### config.mk
export PLATFORM = sky130hd
export DESIGN_NAME = event_counter
export DESIGN_NICKNAME = d
export VERILOG_FILES = /design/src/rtl/evc_pkg.sv /design/src/rtl/evc_sync.sv /design/src/rtl/evc_edge.sv /design/src/rtl/evc_ctrl.sv /design/src/rtl/evc_count.sv /design/src/rtl/event_counter.sv
export SDC_FILE = /design/constraint.sdc
export NUM_CORES = 1
export LEC_CHECK = 0
export BUFFER_PORTS_ARGS = -buffer_cell sky130_fd_sc_hd__buf_2
export CAP_MARGIN = 10
export CORE_MARGIN = 1
export CORE_UTILIZATION = 55
export CTS_BUF_LIST = sky130_fd_sc_hd__clkbuf_8
export DETAILED_ROUTE_END_ITERATION = 8
export GPL_TIMING_DRIVEN = 0
export HOLD_SLACK_MARGIN = 0.15
export PLACE_DENSITY = 0.85
export REMOVE_ABC_BUFFERS = 1
export SLEW_MARGIN = 10
export SYNTH_ARGS = -nofsm -noshare
export SYNTH_HDL_FRONTEND = slang
export SYNTH_SLANG_ARGS = --single-unit
### constraint.sdc
create_clock -name clk -period 3.5 [get_ports clk]
set_input_delay 1.05 -clock clk [delete_from_list [all_inputs] [get_ports clk]]
set_output_delay 1.05 -clock clk [all_outputs]
set_load 0.1 [all_outputs]
### src/rtl/evc_pkg.sv
// Shared definitions for the event counter: control-byte field positions,
// the decoded configuration type and pack/unpack helpers.
package evc_pkg;

    localparam int CTRL_W   = 8;
    localparam int POS_WIDE = 7;   // high byte enable
    localparam int POS_EN   = 6;   // count enable
    localparam int POS_SRC  = 5;   // 1 = external pin, 0 = cycle tick
    localparam int POS_EDGE = 4;   // 1 = falling, 0 = rising

    typedef struct packed {
        logic wide;
        logic en;
        logic src_ext;
        logic edge_fall;
    } evc_cfg_t;

    // Decode a control byte into the configuration struct.
    function automatic evc_cfg_t cfg_from_byte(input logic [CTRL_W-1:0] b);
        evc_cfg_t c;
        c.wide      = b[POS_WIDE];
        c.en        = b[POS_EN];
        c.src_ext   = b[POS_SRC];
        c.edge_fall = b[POS_EDGE];
        return c;
    endfunction

    // Encode the configuration struct back into a control byte, spare bits zero.
    function automatic logic [CTRL_W-1:0] cfg_to_byte(input evc_cfg_t c);
        logic [CTRL_W-1:0] b;
        b           = '0;
        b[POS_WIDE] = c.wide;
        b[POS_EN]   = c.en;
        b[POS_SRC]  = c.src_ext;
        b[POS_EDGE] = c.edge_fall;
        return b;
    endfunction

endpackage

### src/rtl/evc_sync.sv
// Multi-stage synchroniser for one asynchronous input.
// Assumes the input is a slow level relative to clk; output lags by STAGES edges.
module evc_sync #(
    parameter int STAGES = 2
) (
    input  logic clk,
    input  logic rst_n,
    input  logic async_in,
    output logic sync_out
);

    logic [STAGES-1:0] chain;

    generate
        for (genvar s = 0; s < STAGES; s++) begin : g_stage
            if (s == 0) begin : g_first
                // First stage: capture the raw asynchronous level.
                always_ff @(posedge clk) begin
                    if (!rst_n) chain[0] <= 1'b0;
                    else        chain[0] <= async_in;
                end
            end else begin : g_rest
                // Later stages: pass the level along the chain.
                always_ff @(posedge clk) begin
                    if (!rst_n) chain[s] <= 1'b0;
                    else        chain[s] <= chain[s-1];
                end
            end
        end
    endgenerate

    assign sync_out = chain[STAGES-1];

endmodule

### src/rtl/evc_edge.sv
// Polarity-selectable edge detector on a synchronised level.
// The history flop updates every cycle, regardless of any enable, so a
// level that is already present never reads as a fresh edge.
module evc_edge (
    input  logic clk,
    input  logic rst_n,
    input  logic level,
    input  logic sel_fall,
    output logic hit
);

    logic hist;

    // Remember the previous synchronised level.
    always_ff @(posedge clk) begin
        if (!rst_n) hist <= 1'b0;
        else        hist <= level;
    end

    // Flag the chosen transition between history and current level.
    always_comb begin
        if (sel_fall) hit = hist & ~level;
        else          hit = ~hist & level;
    end

endmodule

### src/rtl/evc_ctrl.sv
// Control register: keeps the defined upper bits of the written byte and
// presents both the decoded configuration and a read-back byte.
module evc_ctrl
    import evc_pkg::*;
(
    input  logic              clk,
    input  logic              rst_n,
    input  logic              we,
    input  logic [CTRL_W-1:0] wdata,
    output evc_cfg_t          cfg,
    output logic [CTRL_W-1:0] rdata
);

    evc_cfg_t cfg_r;

    // Load the configuration on a write; clear it on reset.
    always_ff @(posedge clk) begin
        if (!rst_n)  cfg_r <= '0;
        else if (we) cfg_r <= cfg_from_byte(wdata);
    end

    assign cfg   = cfg_r;
    assign rdata = cfg_to_byte(cfg_r);

endmodule

### src/rtl/evc_count.sv
// Two-segment counter: a low segment always counts; the high segment takes
// the low carry only in wide mode. In narrow mode the high segment holds
// and reads as zero.
module evc_count #(
    parameter int SEG_W = 8
) (
    input  logic             clk,
    input  logic             rst_n,
    input  logic             step,
    input  logic             wide,
    output logic [2*SEG_W-1:0] value
);

    logic [SEG_W-1:0] lo_q;
    logic [SEG_W-1:0] hi_q;
    logic             lo_full;

    assign lo_full = &lo_q;

    // Low segment: advance on every step, wrapping naturally.
    always_ff @(posedge clk) begin
        if (!rst_n)    lo_q <= '0;
        else if (step) lo_q <= lo_q + SEG_W'(1);
    end

    // High segment: advance on a low carry while wide.
    always_ff @(posedge clk) begin
        if (!rst_n)                       hi_q <= '0;
        else if (step && wide && lo_full) hi_q <= hi_q + SEG_W'(1);
    end

    assign value = {(wide ? hi_q : {SEG_W{1'b0}}), lo_q};

endmodule

### src/rtl/event_counter.sv
// Event counter top: control register, pin synchroniser, edge detector and
// two-segment counter. Counts cycle ticks or selected pin edges.
// Assumes cycle_tick is synchronous to clk and ext_pin is asynchronous.
module event_counter #(
    parameter int SEG_W       = 8,
    parameter int SYNC_STAGES = 2
) (
    input  logic                 clk,
    input  logic                 rst_n,
    input  logic                 ctrl_we,
    input  logic [7:0]           ctrl_wdata,
    input  logic                 cycle_tick,
    input  logic                 ext_pin,
    output logic [7:0]           ctrl_q,
    output logic [2*SEG_W-1:0]   count_q,
    output logic                 pin_is_gpio
);
    import evc_pkg::*;

    evc_cfg_t cfg;
    logic     pin_sync;
    logic     pin_hit;
    logic     step;

    evc_ctrl u_ctrl (
        .clk   (clk),
        .rst_n (rst_n),
        .we    (ctrl_we),
        .wdata (ctrl_wdata),
        .cfg   (cfg),
        .rdata (ctrl_q)
    );

    evc_sync #(.STAGES(SYNC_STAGES)) u_sync (
        .clk      (clk),
        .rst_n    (rst_n),
        .async_in (ext_pin),
        .sync_out (pin_sync)
    );

    evc_edge u_edge (
        .clk      (clk),
        .rst_n    (rst_n),
        .level    (pin_sync),
        .sel_fall (cfg.edge_fall),
        .hit      (pin_hit)
    );

    // Pick the event source and gate it with the enable.
    always_comb begin
        step = cfg.en & (cfg.src_ext ? pin_hit : cycle_tick);
    end

    evc_count #(.SEG_W(SEG_W)) u_count (
        .clk   (clk),
        .rst_n (rst_n),
        .step  (step),
        .wide  (cfg.wide),
        .value (count_q)
    );

    assign pin_is_gpio = ~cfg.src_ext;

endmodule

[Yosys cells after proc, flatten, opt, wreduce, memory -nomap -nowiden]
Cells that the tools add are included.
Storage, ports and cells
  output and inout port bits: 25
  ROM bits: 0
  bits in writable memories: 0
  word-level logic and storage cells: 23
  memories: 0
  bits in latches: 0
  bits in registers: 23
Cells by class
  reductions and logical operators: 3
  $mul: 0
  add/sub/neg operators: 2
  shift operators: 0
  equality and inequality tests: 0
  div/mod/pow operators: 0
  order comparisons: 0
  bitwise gates (word level): 6
  multiplexer cells: 3
Operators with widths (number)
  $add A8 B1 Y8 const B: 2
  $mux W8: 1
  $reduce_and A8 Y1: 1
  $and A1 B1 Y1: 3
  $not A1 Y1: 3
  $logic_and A1 B1 Y1: 2
  $mux W1: 2

[Depth between registers and ports, before layout]
Gate-level depths: netlist of run 1.
  depth after elaboration: 7
  gate-level depth with buffers: 6
  mapped depth without buffers: 5

[Cells and area by module]
Synthesis of run 1 repeated with hierarchy kept, for this count alone.
Second synthesis, totals
  cell total of the unflattened synthesis: 121
  area, all modules: 1104.8 µm²
By module, submodules not included
  evc_count: cells each 87, area an instance 763.2 µm², times used 1, seq. area each 320.3 µm²
  evc_ctrl: cells each 22, area an instance 220.2 µm², times used 1, seq. area each 80.1 µm²
  evc_sync: cells each 4, area an instance 52.6 µm², times used 1, seq. area each 40.0 µm²
  evc_edge: cells each 5, area an instance 48.8 µm², times used 1, seq. area each 20.0 µm²
  event_counter: cells each 3, area an instance 20.0 µm², times used 1, seq. area each 0.0 µm²

[Least setup slack after synthesis of run 1]
Ideal clock, no wire load.
  path type: register to register
  start: register u_ctrl.cfg_r, in the netlist u_ctrl.cfg[1]
  end: register u_count.lo_q[3]
  setup slack: 0.737 ns
  stages on the path, launching flop included: 7
  arrival time: 2.691 ns
  buffers on the path: 2
  period minus slack after synthesis: 2.763 ns
  data required time: 3.428 ns
  path through: dfxtp_1 inv_1 o31ai_4 buf_6 buf_6 o21ai_0 a21oi_1
On the way
  cells in the longest elaborated chain, start to end: 2
Ends and longest elaborated chain
  start, declared: line evc_ctrl.sv:14  | evc_cfg_t cfg_r;
  start signal, assigned: line evc_ctrl.sv:19  | else if (we) cfg_r <= cfg_from_byte(wdata);
  $mux W1: line event_counter.sv:51  | step = cfg.en & (cfg.src_ext ? pin_hit : cycle_tick);
  $and A1 B1 Y1: line event_counter.sv:51
  end signal, assigned: line evc_count.sv:23  | else if (step) lo_q <= lo_q + SEG_W'(1);
  end, declared: line evc_count.sv:14  | logic [SEG_W-1:0] lo_q;
No other way between the ends.
A chain may end at the register's enable or synchronous reset.

[Worst setup path in the final report of run 1]
  start: register u_ctrl.cfg_r, in the netlist u_ctrl.cfg[3]
  end: output count_q[10]
On the way
  cells in the longest elaborated chain, start to end: 1
Ends and longest elaborated chain
  $mux W8: line evc_count.sv:32  | assign value = {(wide ? hi_q : {SEG_W{1'b0}}), lo_q};
  end, declared: line event_counter.sv:15  | output logic [2*SEG_W-1:0] count_q,
No other way between the ends.

==> impl_metrics.ini, run 1 <==
[layout]
fin_util = 0.666
fillCellCount = 179
diodes = 0
final_nets = 176
syn_to_final_growth_pct = 12.6
drive_gt1_frac = 0.238

[route]
drc_errors = 0
wl_met2_mm = 1.27
vias_per_cell = 5.66
first_pass_iters = 4
met3_length_um = 92
dr.first_iter.drc_count = 10
routedWlPerCell_um = 12.6
maxUsedRoutingLayer = met4
final_antenna_net_count = 0
via_count = 1059
drt-met1-wl_um = 985
routed_wl_mm = 2.36

[flow_run]
drv_cap = 0

[cts]
hold_buffers = 0
cts_buffer_depth = 2
clk-insertion-delay-late_ns = 0.26
cts_resized = 0
clk_pin_slew_ns = 0.08
post-cts-setup-buffers = 0
htree_levels = 1
cts-root-buf = clkbuf_8
cts_inserted_buffers = 3
clock_sinks = 23
cts_tree = done

[synth]
synth_cell_types = 37
netlist_instances = 135
postSynthAreaPerCell_um2 = 8.77
synthArstFlopShare = 0
yosys_warnings = 0
synth_flop_cell = dfxtp_1
synth_edf_count = 0
synth_seq_cells = 23
ys_seq_area_frac = 0.389
syn_area_um2 = 1180

[setup_path]
worstPathRequired_ns = 2.45
crit_path_max_fanout = 11
critical_path.cell_chain = and2_2, buf_2
r2r_setup_slack_ns = 1.68
slowest_delay_ns = 0.51
worst_path_max_delay_cell = dfxtp_1
setup.worst_path.class = reg -> out
cp.arrival_ns = 1.38
cp-end-kind = output port
startpoint_type = register

[status]
run_status = finished clean

[timing]
tightest_slew_ns = 0.763
max_freq_ghz = 0.412
tns_ns = 0
grt_setup_unrepaired = false
final_max_slew_viol_count = 0
slew-limit-headroom = 0.491
setup_viol = 0
fin_ws_ns = 1.07
post-route-period-util = 0.694
hold_violations = 0
fin_crit_ns = 2.43
fin_skew_ns = 0.00499

[placement]
hpwlAfterDp_mm = 1.74
gp_congestion = 0.863
portBuffers = 29
pre_cts_ws_ns = 1.17

[die]
core_area_um2 = 2000
rows = 16
die_w_um = 48.4
ios = 38
initial_core_util = 0.591
chipHeight_um = 48.4
dieArea_um2 = 2340

[global_route]
grt_pass1_vias = 944
grt_pass1_wl_mm = 3.97
grt_usage = 0.218
grt_max_degree = 25
antenna_found_initial = 0
grt-ovfl-total = 0

[power_and_ir_drop]
power.density_nw_per_um2 = 382
leakage_nw = 0.542
ir_drop_mv = 0.391

[min_path]
hold_class = reg -> reg
[cells by family (layout without fill, tap and decap cells)]
kind of cell / after synthesis / after routing / share of synthesized area
simple gates: 55 / 55 / 0.273
compound gates: 30 / 30 / 0.169
flops: 23 / 23 / 0.389
buf+inv: 18 / 40 / 0.0951
mux: 5 / 5 / 0.0423
fa+ha+maj: 2 / 2 / 0.0211
other cells: 1 / 4 / 0.00317
xor+xnor: 1 / 1 / 0.00740
[power by group]
part | switching [W] | internal (W)
combinational | 0.0000663 | 0.0000130
clock | 0.0000800 | 0.0000782
sequential | 0.00000505 | 0.000266
[state kept, by name, indices dropped and copies added, names as in the netlist]
name / flops
u_edge.hist: 1
u_count.hi_q: 8
u_sync.chain: 1
u_ctrl.cfg: 4
u_sync.sync_out: 1
u_count.lo_q: 8
[critical path: cells and delay by family, from the launching register on]
kind / cells / cell delay [ns]
buffers and inverters: 1 / 0.41
flip-flops: 1 / 0.51
AND/OR/NAND/NOR: 1 / 0.19
[per-stage QoR]
step	instance area [um^2]	hold slack (ns)	std cells	total power (W)
2_1_floorplan	1110	0.412	127	0.000341
4_1_cts	1330	0.462	187	0.000515
3_3_place_gp	1290	0.420	183	0.000355
6_report	1330	0.455	187	0.000509
3_5_place_dp	1290	0.441	183	0.000357
5_1_grt	1330	0.486	187	0.000531
[area by class of cell]
type | instances | area [um^2] | share of cell area
Sequential cell | 23 | 460 | 0.346
Tap cell | 27 | 33.8 | 0.0254
Inverter | 7 | 26.3 | 0.0197
Timing Repair Buffer | 29 | 145 | 0.109
Multi-Input combinational cell | 97 | 622 | 0.467
Clock inverter | 1 | 3.75 | 0.00282
Clock buffer | 3 | 41.3 | 0.0310
[path summary, 6_finish.rpt]
kind                endpoint            start  depth (start not counted)
max              count_q[10]    u_ctrl.cfg[3]                          2
min          u_sync.sync_out  u_sync.chain[0]                          1
min reg2reg  u_sync.sync_out  u_sync.chain[0]                          1
max reg2reg  u_count.hi_q[3]  u_count.lo_q[0]                          5
[cells in the mapped netlist, types with 6 or more instances]
library cell  count  area (um^2)
dfxtp_1          23          460
a21oi_1          13         65.1
and2_1           10         62.6
nand2_1           8         30.0
buf_4             6         45.0
inv_1             6         22.5
nand3_1           6         30.0
nor2_1            6         22.5
or3_1             6         37.5
[routing by layer]
metal,vias up,GRT usage
li1,524,-
met1,509,0.243
met2,24,0.399
met3,2,0.0692
met4,0,0.0539
met5,-,0
[layout by cell type (no fill, tap or decap), drive strengths merged, types with 5 or more instances in the layout]
cell type / instances
mux2i: 5
or4: 5
buf: 29
inv: 7
o21ai: 5
o31ai: 6
and2: 11
a21oi: 13
nand2: 9
nor2: 6
or3: 7
nand3: 6
dfxtp: 23
No activity file was read; power rests on OpenSTA's default activity.
==> run 2, diff against run 1 <==
--- a/config.mk
+++ b/config.mk
@@ -5,15 +5,16 @@
 export SDC_FILE = /design/constraint.sdc
 export NUM_CORES = 1
 export LEC_CHECK = 0
+export ABC_AREA = 1
 export BUFFER_PORTS_ARGS = -buffer_cell sky130_fd_sc_hd__buf_2
 export CAP_MARGIN = 10
 export CORE_MARGIN = 1
-export CORE_UTILIZATION = 55
+export CORE_UTILIZATION = 47
 export CTS_BUF_LIST = sky130_fd_sc_hd__clkbuf_8
 export DETAILED_ROUTE_END_ITERATION = 8
 export GPL_TIMING_DRIVEN = 0
 export HOLD_SLACK_MARGIN = 0.15
-export PLACE_DENSITY = 0.85
+export PLACE_DENSITY = 0.77
 export REMOVE_ABC_BUFFERS = 1
 export SLEW_MARGIN = 10
 export SYNTH_ARGS = -nofsm -noshare
==> constraint.sdc (replaced) <==
create_clock -name clk -period 2 [get_ports clk]
set_input_delay 0.6 -clock clk [delete_from_list [all_inputs] [get_ports clk]]
set_output_delay 0.6 -clock clk [all_outputs]
set_load 0.1 [all_outputs]
==> run 2 against run 1 <==
Effect of this change:
- critical path depth fell by 1
- global-route usage fell by 4.3 points
- design area rose by 8.3%
- die area rose by 23%
- clock-buffer cell count did not move
- register-to-register slack got worse by 1.2 ns
- non-clock buffer count did not move
- clock power rose by 81%
- core utilization fell by 8.9 points
==> impl_metrics.ini, run 2 <==
[global_route]
grt_pass1_wl_mm = 3.62
grt-ovfl-total = 0
grt_max_degree = 24
grt_pass1_vias = 898
grt_usage = 0.175
antenna_found_initial = 0

[layout]
layout_commonest_cell = nand2_1
layout_common_cells = 50 x nand2_1, 32 x inv_1, 32 x nor2_1, 22 x dfxtp_1, 21 x buf_2
diodes = 0
syn_to_final_growth_pct = 14.7
fillCellCount = 248
fin_util = 0.577
final_nets = 236
drive_gt1_frac = 0.182
stdcell_count = 250

[setup_path]
cp-end-kind = output port
path_buf_inv = 1
cp.arrival_ns = 1.19
slowest_delay_ns = 0.47
setup.worst_path.class = reg -> out
critical_path.cell_chain = buf_2
startpoint_type = register
worst_path_max_delay_cell = buf_2
crit_family = buffers and inverters
worstPathRequired_ns = 1.40
crit_path_max_fanout = 12

[power_and_ir_drop]
ir_drop_mv = 0.424
leakage_nw = 0.765
power.density_nw_per_um2 = 645

[placement]
pre_cts_ws_ns = 0.188
portBuffers = 29
gp_congestion = 0.808
dp_cells = 246
hpwlAfterDp_mm = 1.66

[synth]
syn_area_um2 = 1260
synth_cell_types = 26
synth_edf_count = 0
synthArstFlopShare = 0
ys_seq_area_frac = 0.366
netlist_instances = 194
synthTopCellsByArea = dfxtp_1 37%, nand2_1 15%, inv_1 9.6%
synth_top_cell_area_share = 0.366
synth_seq_cells = 23
yosys-top-cells-count = 50 x nand2_1, 32 x inv_1, 32 x nor2_1
postSynthAreaPerCell_um2 = 6.48
yosys_warnings = 0
synth_flop_cell = dfxtp_1
synth.most_common_cell = nand2_1
synth_top_area_cell = dfxtp_1

[flow_run]
drv_cap = 0

[die]
ios = 38
chipHeight_um = 53.7
die_w_um = 53.7
core_area_um2 = 2500
rows = 18
initial_core_util = 0.503
dieArea_um2 = 2890

[timing]
max_freq_ghz = 0.558
final_max_slew_viol_count = 0
fin_skew_ns = 0.00749
post-route-period-util = 0.896
setup_viol = 0
grt_setup_unrepaired = false
fin_ws_ns = 0.209
hold_violations = 0
fin_crit_ns = 1.79
tns_ns = 0

[cts]
clk-insertion-delay-late_ns = 0.26
hold_buffers = 0
clock_sinks = 23
cts-root-buf = clkbuf_8
cts_inserted_buffers = 3
cts_tree = done
clk_pin_slew_ns = 0.08
cts_buffer_depth = 2
htree_levels = 1
post-cts-setup-buffers = 0

[min_path]
hold_class = reg -> reg

[status]
run_status = finished clean

[route]
final_antenna_net_count = 0
drc_errors = 0
dr.first_iter.drc_count = 14
first_pass_iters = 4
via_count = 1151
vias_per_cell = 4.60
routedWlPerCell_um = 9.11
routed_wl_mm = 2.28
==> run 2: report_power, final <==
group / switching [W] / internal, W
logic: 0.000140 / 0.0000247
registers: 0.0000115 / 0.000469
clock network: 0.000147 / 0.000139
total: 0.000298 / 0.000632
==> run 2: per-layer routing <==
metal / up-vias / track usage / part of all wire
li1: 631 / - / -
met1: 492 / 0.227 / 0.49
met2: 24 / 0.282 / 0.46
met3: 4 / 0.0367 / 0.037
met4: 0 / 0.0658 / 0.012
met5: - / 0 / 0
==> run 2: repair_timing <==
action	4_1_cts	5_1_grt
gates resized for setup	8	1
cloned	0	0
pin swaps	0	0
hold endpoints to repair	0	0
endpoints found under the setup margin	8	3
==> run 2: layout make-up <==
cell class	count	area (um^2)	share of cell area
clock buffers	3	41.3	0.0286
clock inverters	1	5.00	0.00347
inverters	34	128	0.0885
multi-input cells	130	604	0.419
flip-flops and latches	23	462	0.320
well taps	30	37.5	0.0260
repair buffers	29	165	0.114
==> run 2: through the flow <==
stage | hold WS (ns) | power (W) | cell area [um^2]
detailed placement | 0.408 | 0.000655 | 1380
floorplan | 0.390 | 0.000624 | 1190
global route | 0.442 | 0.000973 | 1440
finish | 0.425 | 0.000930 | 1440
global placement | 0.396 | 0.000654 | 1380
CTS | 0.429 | 0.000939 | 1440
==> run 2: worst paths after layout <==
path | depth (start not counted) | slack [ns] | from | end
setup / recovery | 1 | 0.21 | u_ctrl.cfg[3] | ctrl_q[7]
hold / removal | 2 | 0.42 | u_sync.chain[0] | u_sync.sync_out
setup reg to reg | 9 | 0.49 | u_ctrl.cfg[0] | u_count.lo_q[6]
hold reg to reg | 2 | 0.42 | u_sync.chain[0] | u_sync.sync_out
==> run 2: logic make-up after synthesis <==
family / Yosys count / share of synthesized area
other: 1 / 0.00298
flip-flops: 23 / 0.366
adder cells (fa/ha/maj): 2 / 0.0199
XOR/XNOR: 1 / 0.00697
AND/OR/NAND/NOR: 105 / 0.362
AO/OA/AOI/OAI: 18 / 0.0796
buffers and inverters: 44 / 0.162
